File: config.mk
export PLATFORM = sky130hd
export DESIGN_NAME = sqrt_unit
export DESIGN_NICKNAME = d
export VERILOG_FILES = /design/src/rtl/sqrt_pkg.sv /design/src/rtl/sqrt_regs.sv /design/src/rtl/sqrt_core.sv /design/src/rtl/sqrt_unit.sv
export SDC_FILE = /design/constraint.sdc
export NUM_CORES = 1
export LEC_CHECK = 0
export CAP_MARGIN = 40
export CELL_PAD_IN_SITES_DETAIL_PLACEMENT = 0
export CELL_PAD_IN_SITES_GLOBAL_PLACEMENT = 1
export CORE_MARGIN = 2
export CORE_UTILIZATION = 49
export CTS_BUF_LIST = sky130_fd_sc_hd__clkbuf_16
export CTS_CLUSTER_SIZE = 10
export DETAILED_ROUTE_END_ITERATION = 8
export DONT_BUFFER_PORTS = 1
export PLACE_DENSITY = 0.85
export RECOVER_POWER = 50
export SLEW_MARGIN = 20
export SYNTH_ARGS = -nofsm -noshare
export SYNTH_HDL_FRONTEND = slang
export SYNTH_SLANG_ARGS = --single-unit
File: constraint.sdc
create_clock -name clk -period 7.28 [get_ports clk]
set_input_delay 0.364 -clock clk [delete_from_list [all_inputs] [get_ports clk]]
set_output_delay 0.364 -clock clk [all_outputs]
set_load 0.01 [all_outputs]
File: src/rtl/sqrt_pkg.sv
package sqrt_pkg;
    localparam int BUS_W  = 32;
    localparam int OPER_W = 2 * BUS_W;
    localparam int ROOT_W = OPER_W / 2;
    localparam int ADDR_W = 2;
    localparam int BUSY_BIT = 15;

    typedef enum logic [ADDR_W-1:0] {
        SEL_CTRL = 2'd0,
        SEL_PLO  = 2'd1,
        SEL_PHI  = 2'd2,
        SEL_ROOT = 2'd3
    } reg_sel_e;

    typedef struct packed {
        logic [OPER_W-1:0] rem;
        logic [OPER_W-1:0] acc;
        logic [OPER_W-1:0] trial;
    } sqrt_state_t;

    // highest power of four not exceeding x (zero when x is zero)
    function automatic logic [OPER_W-1:0] first_trial(input logic [OPER_W-1:0] x);
        logic [OPER_W-1:0] t;
        t = '0;
        for (int i = 0; i < OPER_W / 2; i++) begin
            if (x[2*i] || x[2*i+1]) t = {{(OPER_W-1){1'b0}}, 1'b1} << (2 * i);
        end
        return t;
    endfunction
endpackage

File: src/rtl/sqrt_regs.sv
module sqrt_regs
    import sqrt_pkg::*;
(
    input  logic              clk,
    input  logic              rst,
    input  logic              wr_en,
    input  logic [ADDR_W-1:0] addr,
    input  logic [BUS_W-1:0]  wdata,
    output logic              wide_q,
    output logic [BUS_W-1:0]  p_lo,
    output logic [BUS_W-1:0]  p_hi,
    output logic              go_q
);
    reg_sel_e sel;
    assign sel = reg_sel_e'(addr);

    always_ff @(posedge clk) begin
        if (rst) begin
            wide_q <= 1'b0;
            p_lo   <= '0;
            p_hi   <= '0;
            go_q   <= 1'b0;
        end else begin
            go_q <= 1'b0;
            if (wr_en) begin
                case (sel)
                    SEL_CTRL: begin wide_q <= wdata[0]; go_q <= 1'b1; end
                    SEL_PLO:  begin p_lo   <= wdata;    go_q <= 1'b1; end
                    SEL_PHI:  begin p_hi   <= wdata;    go_q <= 1'b1; end
                    default:  ;
                endcase
            end
        end
    end
endmodule

File: src/rtl/sqrt_core.sv
module sqrt_core
    import sqrt_pkg::*;
(
    input  logic              clk,
    input  logic              rst,
    input  logic              go,
    input  logic [OPER_W-1:0] operand,
    output logic              running,
    output logic [ROOT_W-1:0] root
);
    sqrt_state_t st, nxt;
    logic [OPER_W-1:0] sum;

    always_comb begin
        sum       = st.acc + st.trial;
        nxt.trial = st.trial >> 2;
        if (st.rem >= sum) begin
            nxt.rem = st.rem - sum;
            nxt.acc = (st.acc >> 1) + st.trial;
        end else begin
            nxt.rem = st.rem;
            nxt.acc = st.acc >> 1;
        end
    end

    always_ff @(posedge clk) begin
        if (rst) begin
            st      <= '0;
            running <= 1'b0;
            root    <= '0;
        end else if (go) begin
            st.rem   <= operand;
            st.acc   <= '0;
            st.trial <= first_trial(operand);
            if (operand == '0) begin
                root    <= '0;
                running <= 1'b0;
            end else begin
                running <= 1'b1;
            end
        end else if (running) begin
            st <= nxt;
            if (nxt.trial == '0) begin
                root    <= nxt.acc[ROOT_W-1:0];
                running <= 1'b0;
            end
        end
    end
endmodule

File: src/rtl/sqrt_unit.sv
module sqrt_unit
    import sqrt_pkg::*;
(
    input  logic              clk,
    input  logic              rst,
    input  logic              wr_en,
    input  logic [1:0]        addr,
    input  logic [31:0]       wdata,
    output logic [31:0]       rdata
);
    logic              wide_q, go_q, running, busy;
    logic [BUS_W-1:0]  p_lo, p_hi;
    logic [OPER_W-1:0] operand;
    logic [ROOT_W-1:0] root;

    sqrt_regs u_regs (
        .clk(clk), .rst(rst), .wr_en(wr_en), .addr(addr), .wdata(wdata),
        .wide_q(wide_q), .p_lo(p_lo), .p_hi(p_hi), .go_q(go_q)
    );

    assign operand = wide_q ? {p_hi, p_lo} : {{BUS_W{1'b0}}, p_lo};

    sqrt_core u_core (
        .clk(clk), .rst(rst), .go(go_q), .operand(operand),
        .running(running), .root(root)
    );

    assign busy = go_q | running;

    always_comb begin
        rdata = '0;
        case (reg_sel_e'(addr))
            SEL_CTRL: begin rdata[0] = wide_q; rdata[BUSY_BIT] = busy; end
            SEL_PLO:  rdata = p_lo;
            SEL_PHI:  rdata = p_hi;
            default:  rdata = root;
        endcase
    end
endmodule

==> parameters.txt <==
Parameter                              Value

Status
  Status    complete, but fails checks
  Violations in the final reports    max-capacitance violations, max-slew violations

Clock network
  Latest clock arrival within the worst-skew pair    roughly 0.59 ns
  CTS tree    yes
  Number of H-tree levels    2
  Num Clock Sinks    290
  Number of buffers on the longest clock path    3
  Root cell of the clock tree    clkbuf_16
  Number of buffers added by the clock tree synthesis step    38
  Buffer count from post-CTS setup fixing    0
  Worst-path clk slew    0.06 ns

Logic synthesis
  FFs w/ async S/R, synth    0%
  Count of cell types in the netlist    just under 100
  Area share of and/or/nand/nor cells after synthesis    18.1%
  Flip-flop and latch count after synthesis    290
  Synth warn    0
  Syn_nets    3286
  Synth Area in XOR/XNOR    between 6 and 7%
  Sequential cell area fraction in the yosys report    24.8%
  Combinational family with the most area after synthesis    compound AO/OA/AOI/OAI gates
  Fraction of synthesized area in multiplexers    approximately 5.2%
  Mean instance size in the synthesized netlist    7.66 um2
  Main synth FF type    dfxtp_1
  EDFF count, synth    0
  Netlist area before placement    23400 um2
  Synthesized-area fraction occupied by ao, oa, aoi and oai cells    30.7%
  Synth Instances    3056
  Fraction of the mapped netlist area in adder cells    between 10% and 20%

Critical path
  Reg-to-reg critical path endpoint    u_core.st[161]$_SDFFE_PP0P_
  Critical path fanouts, max    20
  Arrival time worst endpoint    7.37 ns
  Critical path endpoint category    flop
  Worst Setup Start Kind    flop
  Reg2reg setup slack    0.40 ns
  Largest stage delay on the critical path    0.47 ns
  Kind of critical path    flop to flop
  Data required time of the critical path    just under 8 ns
  Critical-path top delay cell    ha_1
  Startpoint of the lowest-slack register-to-register path    u_core.nxt[2]$_SDFFE_PP0N_
  Worst R2R Path Depth    24
  Most used cell along the critical path    o21ai_0
  Cells along the critical path    ha_1, a21oi_1, o21ai_0, o21ba_2, o21ai_0, a21oi_2, o21ba_2, o21a_1, o41ai_2, a221oi_1, o21ai_0, xnor2_2, ha_1, nand4_1, o211ai_1, a21oi_1, or3_1, a2111oi_1, a21bo_2, a21oi_4, nand2_2, buf_4, a211o_1, o22ai_1

Routing
  Post-DRT Antenna Nets    0
  Routed via count divided by cell count    between 6 and 7
  DRT Wirelength    90400 um
  Number of design rule violations left after detail routing    0
  DR WL/cell    25.0 um
  Number of vias in the routed layout    23800
  Number of design-rule violations left by the first detailed-router iteration    2757
  Number of detailed-route iterations in the first pass    5

Power and ir drop
  Maximum ir drop on the vdd rail    0.836 mV
  Post-layout total power    between 0.01 and 0.015 W
  Static power due to leakage    ~11 nW
  Ratio of total power to cell area    403 nW/um2

GRT
  First-pass GRT wire length    135000 um
  Global Route Usage Sum    35.3%
  Pin count of the biggest net entering global routing    142
  Overflow after GRT    0
  Via count of the first global-routing pass    21800
  Number of antenna violations at the first check in global routing    4

Floorplanning
  Initial core utilization    49.3%
  I/O Pins    69
  Vert. Die Dim    223 um
  Row Count    80
  Full die area    around 50000 um2
  DIE WIDTH    223 um
  Placeable core region    47400 um2

Place
  Final weighted congestion in routability-driven placement    0.986
  IO Port Bufs    0
  Instance area after placement    23800 um2
  Half-perimeter wire length after placement    68400 um

Timing
  Top achievable clock speed    between 100 and 150 MHz
  Number of hold violations in the final report    0
  Crit path time final    6.88 ns
  Max Transition Viols Final    189
  Clock Skews    0.0425 ns
  RSZ-0062 raised after global routing    false
  Total Neg Setup Slack    0 ns
  Final clock period utilization by the worst path    a little over nine tenths
  Remaining max-slew budget at the tightest pin    -121%
  Final setup violation count    0
  Worst Hold Slack    0.0267 ns
  Slew at the pin closest to its max-slew limit    3.32 ns

Layout
  Most frequent standard cell in the layout excluding fill and tap cells    nand2_1
  Final Net Count    3210
  Final Instance Area    approximately 25000 um2
  Area growth from synthesis to layout    7.91%
  Fraction of layout instances using a drive strength above 1    5.67%
  Most frequent cells in the layout    nand2_1, a21oi_1, dfxtp_1

Flow run
  Max-capacitance violation count    4

Worst hold path
  Type of the most critical hold path    input pin to flop
  Depth of the worst hold-timing path    2
  Launch point of the worst hold path    rst
  Worst hold endpoint    u_core.root[0]$_SDFFE_PP0P_
power breakdown:
part	switching (W)	leakage (nW)	internal [W]
registers	0.000195	2.35	0.00176
clock network	0.000759	0.587	0.00103
logic	0.00408	7.61	0.00236
total	0.00503	10.5	0.00515
synth_stat cells (22+ instances only):
cell       number  area, um2
a31oi_1        27        169
nor3_1         45        225
inv_1          59        221
o2bb2ai_1      33        289
mux2i_1        68        681
o21bai_1       36        270
xnor2_1        87        762
a22o_1         32        280
clkbuf_1      142        533
o21a_1         27        203
a211oi_1       60        450
nand3_1        37        185
nand2_1       377       1420
o22ai_1        23        144
buf_2          38        190
xor2_1         78        683
a22oi_1        28        210
a21o_1        123        923
nor2_1        269       1010
nor4_1         31        194
mux2_2         40        450
o21ai_0       170        851
dfxtp_1       290       5810
nand4_1        73        457
ha_1          190       2380
a21oi_1       355       1780
nor2b_1        22        138
flip-flops by register name, summed over array words and instances (netlist names):
register / flops
u_core.st: 130
u_core.nxt: 61
u_core.root: 32
u_regs.p_hi: 32
u_regs.p_lo: 32
u_core.running: 1
u_regs.go_q: 1
u_regs.wide_q: 1
logic make-up (layout without fill, tap and decap cells):
kind of cell | Yosys count | after routing
compound gates | 1089 | 1089
fa+ha+maj | 193 | 193
simple gates | 944 | 944
flops | 290 | 290
buf+inv | 262 | 206
xor+xnor | 165 | 165
mux | 113 | 113
other cells | 0 | 1
per-stage QoR:
| stage | std cells | setup WS [ns] | utilization, % |
|---|---|---|---|
| after global placement | 3515 | 0.838 | 50.0 |
| after global routing | 3615 | 0.00460 | 53.2 |
| final | 3616 | 0.399 | 53.2 |
| after floorplan | 3056 | 1.93 | - |
| after CTS | 3615 | 0.500 | 53.3 |
| after detailed placement | 3518 | 0.569 | 50.1 |
layout make-up:
class | instances | area [um2]
clock buffers | 39 | 976
diodes | 1 | 2.50
clock inverters | 21 | 164
repair buffers | 85 | 748
well taps | 615 | 769
fillers | 4619 | 22200
multi-input cells | 2504 | 16600
flip-flops and latches | 290 | 5810
inverters | 61 | 229
routing by layer:
layer	share of wire [%]	up-vias	wire length (um)	track usage (%)
li1	-	11100	-	-
met3	9.6	188	8700	6.94
met1	46	11300	41600	52.2
met4	4.5	0	4040	13.6
met2	40	1165	36000	50.0
met5	0	-	0	0
how the worst max path moves through the flow:
stage                                  endpoint  depth (start not counted)                  startpoint  slack, ns
detailed placement  u_core.st[161]$_SDFFE_PP0P_                         24  u_core.nxt[2]$_SDFFE_PP0N_       0.57
floorplan           u_core.st[100]$_SDFFE_PP0P_                         25  u_core.nxt[2]$_SDFFE_PP0N_       1.93
global placement    u_core.st[161]$_SDFFE_PP0P_                         24   u_core.st[1]$_SDFFE_PP0N_       0.84
finish              u_core.st[161]$_SDFFE_PP0P_                         24  u_core.nxt[2]$_SDFFE_PP0N_       0.40
CTS                 u_core.st[161]$_SDFFE_PP0P_                         24  u_core.nxt[2]$_SDFFE_PP0N_       0.50
global route        u_core.st[161]$_SDFFE_PP0P_                         24  u_core.nxt[2]$_SDFFE_PP0N_      0.005
worst max-delay path: cells and delay by family (launching register included):
family | cells | cell delay (ns)
AOI/OAI and AO/OA | 17 | 4.11
xor gates and xnor gates | 1 | 0.17
adders and majority gates | 2 | 0.85
buffers and inverters | 1 | 0.33
DFF | 1 | 0.36
and+or+nand+nor | 3 | 0.93
what timing repair did:
| action | CTS | global route |
|---|---|---|
| setup endpoints to repair | 0 | 26 |
| hold endpoints to repair | 142 | 0 |
| hold buffers | 37 | 0 |
| gates resized for setup | 0 | 3 |
(Power assumes the default switching activity.)
